### src/rtl/pixmix_pkg.sv
// Package: shared types for the layered pixel mixer.
// Assumes nothing beyond the fixed four-layer stacking order.
package pixmix_pkg;
    // Which layer supplied the chosen dot.
    typedef enum logic [1:0] {
        SRC_BACKDROP = 2'd0,
        SRC_BG       = 2'd1,
        SRC_SPR      = 2'd2
    } src_e;
endpackage

### src/rtl/pixmix_layer_gate.sv
// Module: pixmix_layer_gate
// Blanks one layer when its enable is low and flags a non-transparent dot.
// Assumes pixel value 0 means transparent.
module pixmix_layer_gate #(
    parameter int unsigned PIX_W = 4
) (
    input  logic             en_i,
    input  logic [PIX_W-1:0] pix_i,
    output logic [PIX_W-1:0] pix_o,
    output logic             opaque_o
);
    // Force the pixel to transparent when the layer is disabled.
    always_comb begin
        pix_o    = en_i ? pix_i : '0;
        opaque_o = (pix_o != '0);
    end
endmodule

### src/rtl/pixmix_arbiter.sv
// Module: pixmix_arbiter
// Picks backdrop, background or sprite for one dot and forms the index.
// Assumes the sprite is the single candidate already chosen by table order.
module pixmix_arbiter
    import pixmix_pkg::*;
#(
    parameter int unsigned PIX_W = 4,
    parameter int unsigned PAL_W = 4,
    localparam int unsigned IDX_W = 1 + PAL_W + PIX_W
) (
    input  logic             bg_opaque_i,
    input  logic [PIX_W-1:0] bg_pix_i,
    input  logic [PAL_W-1:0] bg_pal_i,
    input  logic             spr_opaque_i,
    input  logic [PIX_W-1:0] spr_pix_i,
    input  logic [PAL_W-1:0] spr_pal_i,
    input  logic             spr_front_i,
    output src_e             src_o,
    output logic [IDX_W-1:0] idx_o
);
    // Resolve layer order: front sprite > background > rear sprite > backdrop.
    always_comb begin
        if (spr_opaque_i && (spr_front_i || !bg_opaque_i)) begin
            src_o = SRC_SPR;
        end else if (bg_opaque_i) begin
            src_o = SRC_BG;
        end else begin
            src_o = SRC_BACKDROP;
        end
    end

    // Build the palette index from the winning layer; bit 8 marks a sprite.
    always_comb begin
        case (src_o)
            SRC_SPR: idx_o = {1'b1, spr_pal_i, spr_pix_i};
            SRC_BG:  idx_o = {1'b0, bg_pal_i, bg_pix_i};
            default: idx_o = '0;
        endcase
    end
endmodule

### src/rtl/pix_layer_mixer.sv
// Module: pix_layer_mixer (top)
// Merges one background dot and one sprite dot into a registered palette
// index, blanked outside active display. Assumes inputs are stable at each
// rising edge and the sprite dot is already resolved by table order.
module pix_layer_mixer
    import pixmix_pkg::*;
#(
    parameter int unsigned PIX_W = 4,
    parameter int unsigned PAL_W = 4,
    localparam int unsigned IDX_W = 1 + PAL_W + PIX_W
) (
    input  logic             clk,
    input  logic             rst_n,
    input  logic             active_i,
    input  logic             bg_en_i,
    input  logic             spr_en_i,
    input  logic [PIX_W-1:0] bg_pix_i,
    input  logic [PAL_W-1:0] bg_pal_i,
    input  logic [PIX_W-1:0] spr_pix_i,
    input  logic [PAL_W-1:0] spr_pal_i,
    input  logic             spr_front_i,
    output logic [IDX_W-1:0] idx_o,
    output logic             valid_o
);
    logic [PIX_W-1:0] bg_pix_g, spr_pix_g;
    logic             bg_opaque, spr_opaque;
    src_e             src_c;
    logic [IDX_W-1:0] idx_c;

    pixmix_layer_gate #(.PIX_W(PIX_W)) u_bg_gate (
        .en_i     (bg_en_i),
        .pix_i    (bg_pix_i),
        .pix_o    (bg_pix_g),
        .opaque_o (bg_opaque)
    );

    pixmix_layer_gate #(.PIX_W(PIX_W)) u_spr_gate (
        .en_i     (spr_en_i),
        .pix_i    (spr_pix_i),
        .pix_o    (spr_pix_g),
        .opaque_o (spr_opaque)
    );

    pixmix_arbiter #(.PIX_W(PIX_W), .PAL_W(PAL_W)) u_arb (
        .bg_opaque_i  (bg_opaque),
        .bg_pix_i     (bg_pix_g),
        .bg_pal_i     (bg_pal_i),
        .spr_opaque_i (spr_opaque),
        .spr_pix_i    (spr_pix_g),
        .spr_pal_i    (spr_pal_i),
        .spr_front_i  (spr_front_i),
        .src_o        (src_c),
        .idx_o        (idx_c)
    );

    // Output register: one cycle latency, blank outside the active window.
    always_ff @(posedge clk) begin
        if (!rst_n) begin
            idx_o   <= '0;
            valid_o <= 1'b0;
        end else begin
            idx_o   <= active_i ? idx_c : '0;
            valid_o <= active_i;
        end
    end

    // valid follows the active flag one cycle later.
    p_valid_lat_r2: assert property (@(posedge clk) disable iff (!rst_n)
        active_i |=> valid_o);
    p_valid_low_r2: assert property (@(posedge clk) disable iff (!rst_n)
        !active_i |=> !valid_o);
    // blanked index outside active display.
    p_blank_r3: assert property (@(posedge clk) disable iff (!rst_n)
        !active_i |=> (idx_o == '0));
    // both layers transparent gives the backdrop.
    p_backdrop_r4: assert property (@(posedge clk) disable iff (!rst_n)
        (active_i && (!bg_en_i || bg_pix_i == '0) && (!spr_en_i || spr_pix_i == '0))
        |=> (idx_o == '0));
    // an enabled front sprite always marks bit 8.
    p_front_spr_r7: assert property (@(posedge clk) disable iff (!rst_n)
        (active_i && spr_en_i && spr_pix_i != '0 && spr_front_i) |=> idx_o[IDX_W-1]);
    // a rear sprite under an opaque background never marks bit 8.
    p_rear_hidden_r8: assert property (@(posedge clk) disable iff (!rst_n)
        (active_i && bg_en_i && bg_pix_i != '0 && !spr_front_i) |=> !idx_o[IDX_W-1]);
    // a disabled sprite layer never marks bit 8.
    p_spr_off_r10: assert property (@(posedge clk) disable iff (!rst_n)
        (!spr_en_i) |=> !idx_o[IDX_W-1]);
endmodule

### config.mk
export PLATFORM = sky130hd
export DESIGN_NAME = pix_layer_mixer
export DESIGN_NICKNAME = d
export VERILOG_FILES = /design/src/rtl/pixmix_pkg.sv /design/src/rtl/pixmix_layer_gate.sv /design/src/rtl/pixmix_arbiter.sv /design/src/rtl/pix_layer_mixer.sv
export SDC_FILE = /design/constraint.sdc
export NUM_CORES = 1
export LEC_CHECK = 0
export ABC_AREA = 0
export ABC_CLOCK_PERIOD_IN_PS = 2240
export BUFFER_PORTS_ARGS = -buffer_cell sky130_fd_sc_hd__buf_2
export CAP_MARGIN = 10
export CORE_AREA = 3 3 40 42
export DETAILED_ROUTE_END_ITERATION = 10
export DIE_AREA = 0 0 43 45
export MAX_ROUTING_LAYER = met4
export PLACE_DENSITY = 0.82
export SYNTH_ARGS = -nofsm -noshare
export SYNTH_HDL_FRONTEND = slang
export SYNTH_HIERARCHICAL = 1
export SYNTH_SLANG_ARGS = --single-unit
### constraint.sdc
create_clock -name clk -period 2.24 [get_ports clk]
set_input_delay 0.672 -clock clk [delete_from_list [all_inputs] [get_ports clk]]
set_output_delay 0.672 -clock clk [all_outputs]
set_load 0.03 [all_outputs]
==> results.yml <==
clocking:
  clk_pin_slew_worst_paths_ns: 0.07
  cts_made_buffers: 3
  post_cts_buffers: 0
  htreeDepth: 1
  tritoncts: "yes"
  cts_resized: 0
  clockRootBuffer: "clkbuf_4"
  clkSinkCount: 10
  clockBufferDepth: 2
  hold_buffers: 0
final_layout:
  finalNetCount: 99
  layout-drive-gt1-share_pct: 53.9
  fin_util_pct: 52.1
  diodes: 0
  fill_cells: 117
  layout_common_cells: "buf_2 (31), dfxtp_1 (10), and3_1 (9)"
  final_common_cell: "buf_2"
  area_delta_synth_final_pct: 40.8
setup_path:
  cp.required_ns: 2.45
  worstPathMaxFanout: 10
  cp.arrival_ns: 1.98
  crit_start: "spr_pix_i[2]"
  max_stage_delay_ns: 0.57
  end_kind: "flop"
  crit_chain: "buf_2 -> o41a_1 -> a21boi_4 -> a32o_1 -> and3_1"
  cp_num_cells: 5
  crit_slowest_cell: "o41a_1"
  startpoint_type: "primary input"
  path_delay_family: "compound AO/OA/AOI/OAI gates"
  critical_path_class: "in -> reg"
  path_buf_inv: 1
timing:
  tightest_slew_ns: 0.400
  rsz0062_at_grt: "no"
  slew_viol_final: 0
  hold_viol: 0
  period_minus_slack_ns: 1.76
  min_period_over_period_pct: 78.7
  max_freq_mhz: 567
  setup_violations: 0
  slew_headroom_pct: 73.4
  setup-tns-final_ns: 0
power:
  leakagePower_nw: 0.356
  ir_drop_uv: 303
  totalPowerFinal_uw: 431
  power-per-cell-area_nw_per_um2: 644
drt:
  vias_per_cell: 5.10
  wire_per_inst_um: 12.5
  dr_wl_met3_um: 106
  routed_wl_mm: 1.14
  wl_met1_um: 462
  route.met2.wl_um: 558
  final_antenna_net_count: 0
  drt_iter0_drc: 8
  first_pass_iters: 4
  drc: 0
  top_layer: "met4"
  vias: 464
logic_synthesis:
  yosys_warnings: 6
  syn_nets: 65
  syn_area_um2: 475
  syn_inst: 43
  syn_avg_cell_area_um2: 11.1
floorplanning:
  die_area_um2: 1940
  die_h_um: 45
  pin_count: 32
  coreArea_um2: 1280
  die_w_um: 43
  start_util_pct: 37.0
  fp-row-count: 13
global_route:
  antenna_found_initial: 0
  grt_overflow_total: 0
  grt_max_degree: 11
  grt_pass1_wl_mm: 1.59
  grt_pass1_vias: 387
  grt_use_total_pct: 11.7
status:
  status: "finished, final reports clean"
min_path:
  hold_depth: 2
  min_path_type: "in -> reg"
  min_from: "rst_n"
job:
  cap_viol_max_count: 0
placed_design:
  gp_congestion: 0.710
  numPortBuffers: 31
  place_hpwl_um: 924
-- where the power goes --
group | total (mW) | internal, mW | switching, mW
Clock | 0.163 | 0.0988 | 0.0647
Combinational | 0.0826 | 0.0394 | 0.0432
Sequential | 0.185 | 0.184 | 0.00123
-- sequential cells by signal, indices dropped and copies added (netlist names) --
| signal | cells |
|---|---|
| idx_o | 9 |
| valid_o | 1 |
-- layout make-up --
class	instances	area (um2)	share of cell area (%)
Tap cell	15	18.8	2.80
Multi-Input combinational cell	31	259	38.7
Timing Repair Buffer	31	155	23.2
Sequential cell	10	200	29.9
Clock buffer	4	36.3	5.42
-- final timing paths --
kind	endpoint	slack (ns)
setup / recovery	idx_o[3]	0.48
hold / removal	valid_o	0.72
-- stage by stage --
| stage | instance area [um2] | worst slack [ns] | instances | hold WS [ns] |
|---|---|---|---|---|
| finish | 669 | 0.477 | 91 | 0.724 |
| detailed placement | 633 | 0.194 | 87 | 0.995 |
| CTS | 669 | 0.477 | 91 | 0.716 |
| floorplan | 475 | 0.434 | 43 | 0.808 |
| global placement | 633 | 0.232 | 87 | 0.995 |
| global route | 669 | 0.381 | 91 | 0.721 |
-- layer usage --
| metal | global-route usage, % | vias up |
|---|---|---|
| met5 | - | - |
| li1 | - | 233 |
| met2 | 19.5 | 23 |
| met1 | 12.7 | 205 |
| met3 | 5.18 | 3 |
| met4 | 3.61 | 0 |
(Power assumes the default switching activity.)
